File: config.mk
export PLATFORM = sky130hd
export DESIGN_NAME = bscan_chain
export DESIGN_NICKNAME = d
export VERILOG_FILES = /design/src/rtl/bscan_pkg.sv /design/src/rtl/bscan_capture.sv /design/src/rtl/bscan_pin_mux.sv /design/src/rtl/bscan_cell.sv /design/src/rtl/bscan_chain.sv
export SDC_FILE = /design/constraint.sdc
export NUM_CORES = 1
export LEC_CHECK = 0
export BUFFER_PORTS_ARGS = -buffer_cell sky130_fd_sc_hd__buf_2
export CAP_MARGIN = 0
export CORE_UTILIZATION = 45
export CTS_CLUSTER_DIAMETER = 80
export CTS_CLUSTER_SIZE = 14
export DETAILED_ROUTE_END_ITERATION = 6
export GPL_ROUTABILITY_DRIVEN = 1
export GPL_TIMING_DRIVEN = 0
export PLACE_DENSITY = 0.73
export SYNTH_ARGS = -nofsm -noshare
export SYNTH_HDL_FRONTEND = slang
export SYNTH_SLANG_ARGS = --single-unit
File: constraint.sdc
create_clock -name tck -period 1.1 [get_ports tck]
set_input_delay 0.11 -clock tck [delete_from_list [all_inputs] [get_ports tck]]
set_output_delay 0.11 -clock tck [all_outputs]
set_load 0.005 [all_outputs]
File: src/rtl/bscan_pkg.sv
// Package: shared encodings for the boundary-scan chain.
// Assumes: each pin's kind is a 2-bit code packed into a parameter vector.
package bscan_pkg;
    localparam int          CELL_BITS  = 3;
    localparam int          SLOT_IN    = 0;
    localparam int          SLOT_OE    = 1;
    localparam int          SLOT_OUT   = 2;
    localparam logic [1:0]  KIND_USER  = 2'd0;
    localparam logic [1:0]  KIND_DIN   = 2'd1;
    localparam logic [1:0]  KIND_BIDIR = 2'd2;
    localparam logic [1:0]  KIND_DOUT  = 2'd3;
endpackage

File: src/rtl/bscan_capture.sv
// Module: bscan_capture
// Forms the three capture bits of one cell from its pin kind.
// Assumes: bit order {out, oe, in}; unused slots of dedicated pins are fixed.
module bscan_capture
    import bscan_pkg::*;
#(
    parameter logic [1:0] KIND = KIND_USER
) (
    input  logic                 core_out,
    input  logic                 core_oe,
    input  logic                 pad_in,
    output logic [CELL_BITS-1:0] cap
);
    generate
        if (KIND == KIND_USER) begin : g_user
            // Full cell: every slot samples its live source.
            assign cap = {core_out, core_oe, pad_in};
        end else if (KIND == KIND_DIN) begin : g_din
            // Input-only pin: output slot 0, enable slot 1.
            assign cap = {1'b0, 1'b1, pad_in};
            logic unused_din;
            assign unused_din = core_out ^ core_oe;
        end else if (KIND == KIND_BIDIR) begin : g_bidir
            // Dedicated bidirectional pin: output slot fixed at 0.
            assign cap = {1'b0, core_oe, pad_in};
            logic unused_bidir;
            assign unused_bidir = core_out;
        end else begin : g_dout
            // Output-only pin: enable and input slots fixed at 0.
            assign cap = {core_out, 1'b0, 1'b0};
            logic unused_dout;
            assign unused_dout = core_oe ^ pad_in;
        end
    endgenerate
endmodule

File: src/rtl/bscan_pin_mux.sv
// Module: bscan_pin_mux
// Chooses between functional signals and update latches for one pin.
// Assumes: only user pins are overridable; dedicated pins stay functional.
module bscan_pin_mux
    import bscan_pkg::*;
#(
    parameter logic [1:0] KIND = KIND_USER
) (
    input  logic                 test_mode,
    input  logic [CELL_BITS-1:0] upd,
    input  logic                 core_out,
    input  logic                 core_oe,
    input  logic                 pad_in,
    output logic                 pad_out,
    output logic                 pad_oe,
    output logic                 core_in
);
    generate
        if (KIND == KIND_USER) begin : g_user
            // Test mode takes the latched values, otherwise pass through.
            assign pad_out = test_mode ? upd[SLOT_OUT] : core_out;
            assign pad_oe  = test_mode ? upd[SLOT_OE]  : core_oe;
            assign core_in = test_mode ? upd[SLOT_IN]  : pad_in;
        end else begin : g_fixed
            logic unused_ctl;
            assign unused_ctl = test_mode ^ (^upd);
            if (KIND == KIND_DIN) begin : g_din
                // Pad feeds the core; no drive toward the pad.
                assign pad_out = 1'b0;
                assign pad_oe  = 1'b0;
                assign core_in = pad_in;
                logic unused_din;
                assign unused_din = core_out ^ core_oe;
            end else if (KIND == KIND_BIDIR) begin : g_bidir
                // Both directions stay on the functional path.
                assign pad_out = core_out;
                assign pad_oe  = core_oe;
                assign core_in = pad_in;
            end else begin : g_dout
                // Core drives the buffer, always enabled.
                assign pad_out = core_out;
                assign pad_oe  = 1'b1;
                assign core_in = 1'b0;
                logic unused_dout;
                assign unused_dout = core_oe ^ pad_in;
            end
        end
    endgenerate
endmodule

File: src/rtl/bscan_cell.sv
// Module: bscan_cell
// One pin's scan cell: shift stage on rising tck, update latches on falling tck.
// Assumes: capture wins over shift; update latches exist for user pins only.
module bscan_cell
    import bscan_pkg::*;
#(
    parameter logic [1:0] KIND = KIND_USER
) (
    input  logic                 tck,
    input  logic                 trst_n,
    input  logic                 capture_en,
    input  logic                 shift_en,
    input  logic                 update_en,
    input  logic                 test_mode,
    input  logic                 scan_si,
    input  logic                 core_out,
    input  logic                 core_oe,
    input  logic                 pad_in,
    output logic                 scan_so,
    output logic                 pad_out,
    output logic                 pad_oe,
    output logic                 core_in,
    output logic [CELL_BITS-1:0] sr_o,
    output logic [CELL_BITS-1:0] upd_o
);
    logic [CELL_BITS-1:0] cap;
    logic [CELL_BITS-1:0] sr_q;
    logic [CELL_BITS-1:0] upd_q;

    bscan_capture #(.KIND(KIND)) u_capture (
        .core_out (core_out),
        .core_oe  (core_oe),
        .pad_in   (pad_in),
        .cap      (cap)
    );

    // Shift stage: parallel capture, else serial shift toward the TDO end.
    always_ff @(posedge tck) begin
        if (!trst_n)         sr_q <= '0;
        else if (capture_en) sr_q <= cap;
        else if (shift_en)   sr_q <= {sr_q[CELL_BITS-2:0], scan_si};
    end

    generate
        if (KIND == KIND_USER) begin : g_upd
            // Update latches: load on the falling edge so pads move only then.
            always_ff @(negedge tck) begin
                if (!trst_n)        upd_q <= '0;
                else if (update_en) upd_q <= sr_q;
            end
        end else begin : g_no_upd
            assign upd_q = '0;
            logic unused_upd_en;
            assign unused_upd_en = update_en;
        end
    endgenerate

    bscan_pin_mux #(.KIND(KIND)) u_mux (
        .test_mode (test_mode),
        .upd       (upd_q),
        .core_out  (core_out),
        .core_oe   (core_oe),
        .pad_in    (pad_in),
        .pad_out   (pad_out),
        .pad_oe    (pad_oe),
        .core_in   (core_in)
    );

    assign scan_so = sr_q[CELL_BITS-1];
    assign sr_o    = sr_q;
    assign upd_o   = upd_q;
endmodule

File: src/rtl/bscan_chain.sv
// Module: bscan_chain (top)
// Serial chain of per-pin scan cells from scan_in (pin 0) to scan_out (last pin).
// Assumes: strobes and reset come from an external TAP controller on tck.
module bscan_chain
    import bscan_pkg::*;
#(
    parameter int                      NUM_PINS = 5,
    parameter logic [2*NUM_PINS-1:0]   PIN_KIND = 10'b00_11_10_01_00
) (
    input  logic                tck,
    input  logic                trst_n,
    input  logic                capture_en,
    input  logic                shift_en,
    input  logic                update_en,
    input  logic                test_mode,
    input  logic                scan_in,
    input  logic [NUM_PINS-1:0] core_out,
    input  logic [NUM_PINS-1:0] core_oe,
    input  logic [NUM_PINS-1:0] pad_in,
    output logic [NUM_PINS-1:0] pad_out,
    output logic [NUM_PINS-1:0] pad_oe,
    output logic [NUM_PINS-1:0] core_in,
    output logic                scan_out
);
    localparam int CHAIN_W = NUM_PINS * CELL_BITS;

    logic [NUM_PINS:0]    link;
    logic [CHAIN_W-1:0]   chain_q;
    logic [CHAIN_W-1:0]   upd_all;

    assign link[0] = scan_in;

    generate
        for (genvar i = 0; i < NUM_PINS; i++) begin : g_pin
            // One cell per pin, kind taken from its field of PIN_KIND.
            bscan_cell #(.KIND(PIN_KIND[2*i +: 2])) u_cell (
                .tck        (tck),
                .trst_n     (trst_n),
                .capture_en (capture_en),
                .shift_en   (shift_en),
                .update_en  (update_en),
                .test_mode  (test_mode),
                .scan_si    (link[i]),
                .core_out   (core_out[i]),
                .core_oe    (core_oe[i]),
                .pad_in     (pad_in[i]),
                .scan_so    (link[i+1]),
                .pad_out    (pad_out[i]),
                .pad_oe     (pad_oe[i]),
                .core_in    (core_in[i]),
                .sr_o       (chain_q[CELL_BITS*i +: CELL_BITS]),
                .upd_o      (upd_all[CELL_BITS*i +: CELL_BITS])
            );
        end
    endgenerate

    assign scan_out = link[NUM_PINS];
endmodule

==> results.ini <==
[detailed_routing]
wire_per_inst_um = 13.2
drt_iter0_markers = 0
drtAntennaViolNets = 0
post_drt_via_cell_ratio = 4.78
drt_wl_total_um = 2270
vias = 823
firstDrtPassIters = 1
drc = 0

[sta]
finalSetupViolations = 13
clock_skew_ns = 0.0677
drv_slew = 0
worst_slew_pin_slew_ns = 0.512
setup_ws_ns = -0.607
finalHoldViolations = 0
whs_ns = 0.127
rsz0062_at_grt = true
slew-limit-headroom_pct = 65.9

[power]
power_density_nw_per_um2 = 1120
leakage_nw = 0.801
power.total_mw = 1.65
vdd_drop_max_mv = 0.668

[place]
placed_cell_area_sq_um = 1360
gp_congestion = 0.719
dp_hpwl_um = 1590
io_buffer_count = 25
dp.cells = 160

[logic_synthesis]
syn_inst = 105
ys_ff_latch = 21
syn_area_per_cell_sq_um = 10.8
syn_area_sq_um = 1140
synth.distinct_cells = 16
yosysSeqAreaShare_pct = 36.9
synth_warnings = 0

[cells_and_area]
nets = 167
drive_gt1_share_pct = 54.9
seqCellArea_sq_um = 435
final_cells = 172
n_fill_cell = 208
finish.instance_area_sq_um = 1470
area_growth_pct = 29.0
multi_input_area_sq_um = 577
antenna_cells = 0

[die]
fp.dieW_um = 52.3
num_rows = 17
io_pins = 38
dieArea_sq_um = 2740
start_util_pct = 49.6
die_y_um = 52.3
fp.coreArea_sq_um = 2300

[setup_path]
crit_fanout = 2
worstSetupPathType = flop to output pin
crit_arrival_ns = 1.60
worstPathRequired_ns = 0.99
max_stage_delay_ns = 0.31
crit_path_end_kind = output pin
cp_top_family = flip-flops
worstPathCellList = mux2_4 -> buf_6
reg2reg_slack_ns = -0.10
worst-path-buf-inv = 1
critPathLaunchType = flop
slowest_stage = dfxtp_2

[clocking]
clk_pin_slew_worst_paths_ns = 0.12
cts.sinks = 21
insertion_delay_ns = 0.36
cts_tree = done
root_buffer = clkbuf_4
numCtsBuffers = 3
hold_buffers = 0
htree_levels = 1
clk_path_buf_depth = 2

[grt]
grt_pass1_wl_um = 3550
antenna_found_initial = 0
grt_pass1_vias = 835
track_usage_pct = 17.7
grt_max_degree = 12
overflow = 0

[min_path]
worstHoldPathType = input port to flop

[job]
maxCapViolations = 0

[status]
violations = setup timing
status = finished, violations left

## through the flow
| step | setup WS [ns] | TNS [ns] | util, % |
|---|---|---|---|
| after detailed placement | -0.335 | -2.66 | 59.2 |
| after floorplan | -0.206 | -1.39 | - |
| final | -0.607 | -3.86 | 63.9 |
| after CTS | -0.615 | -3.77 | 62.7 |
| after global placement | -0.323 | -2.20 | 59.2 |
| after global routing | -0.641 | -4.28 | 63.9 |
## metal layers
layer | GRT usage [%] | up-vias | wire (um)
li1 | - | 413 | -
met2 | 33.5 | 20 | 1220
met5 | 0 | - | 0
met1 | 19.8 | 390 | 966
met4 | 5.26 | 0 | 0
met3 | 2.90 | 0 | 88
## placed cells by master (no fill, tap or decap), drive strengths merged
cell,n
buf,47
clkbuf,7
conb,4
dfxtp,21
inv,6
mux2,17
mux2i,10
nand2b,11
nor2,4
nor2b,6
o211a,10
o21a,1
## what timing repair did
item / CTS / global route
cloned: 0 / 0
endpoints found under the setup margin: 12 / 12
gates resized for setup: 17 / 3
setup buffers: 7 / 2
## sequential cells by signal (all words and copies together) (netlist names)
signal / count
g_pin.u_cell.upd_o: 6
g_pin.u_cell.sr_o: 15
## worst reg2reg max path, cell delays in order, from the launching register on
cell	delay, ns
dfxtp_2	0.35
mux2i_1	0.18
nor2b_1	0.06
## synth_stat cells
master	n	area, sq um
nor2_1	4	15.0
mux2_4	5	75.1
nand2b_1	11	68.8
o21a_1	1	7.51
conb_1	2	7.51
dfxtp_1	21	420
inv_1	1	3.75
clkbuf_1	3	11.3
buf_12	1	20.0
o211a_1	10	100
nor2b_1	6	37.5
mux2_2	12	135
buf_6	1	11.3
buf_2	1	5.00
buf_4	16	120
mux2i_1	10	100
## report_power, final
| group | internal [mW] | leakage (nW) | switching, mW |
|---|---|---|---|
| logic | 0.234 | 0.577 | 0.130 |
| clock network | 0.169 | 0.0469 | 0.285 |
| registers | 0.808 | 0.177 | 0.0230 |
## cell families after synthesis
group	Yosys count	synth area share, %
mux	27	27.3
buf+inv	23	15.1
flops	21	36.9
simple gates	21	10.7
compound gates	11	9.45
other cells	2	0.660
## final timing paths
check / start / to / depth (start not counted)
max: g_pin[4].u_cell.upd_o[0] / core_in[4] / 2
max reg2reg: g_pin[4].u_cell.sr_o[2] / g_pin[4].u_cell.upd_o[2] / 2
min reg2reg: g_pin[0].u_cell.upd_o[1] / g_pin[0].u_cell.upd_o[1] / 2
min: trst_n / g_pin[2].u_cell.sr_o[1] / 2
## layout make-up
cell class	count	area share, %
multi-input cells	63	39.3
flip-flops and latches	21	29.6
repair buffers	34	16.6
plain buffers	16	8.77
well taps	28	2.39
clock buffers	4	1.79
clock inverters	6	1.53
No activity file was read; power rests on OpenSTA's default activity.
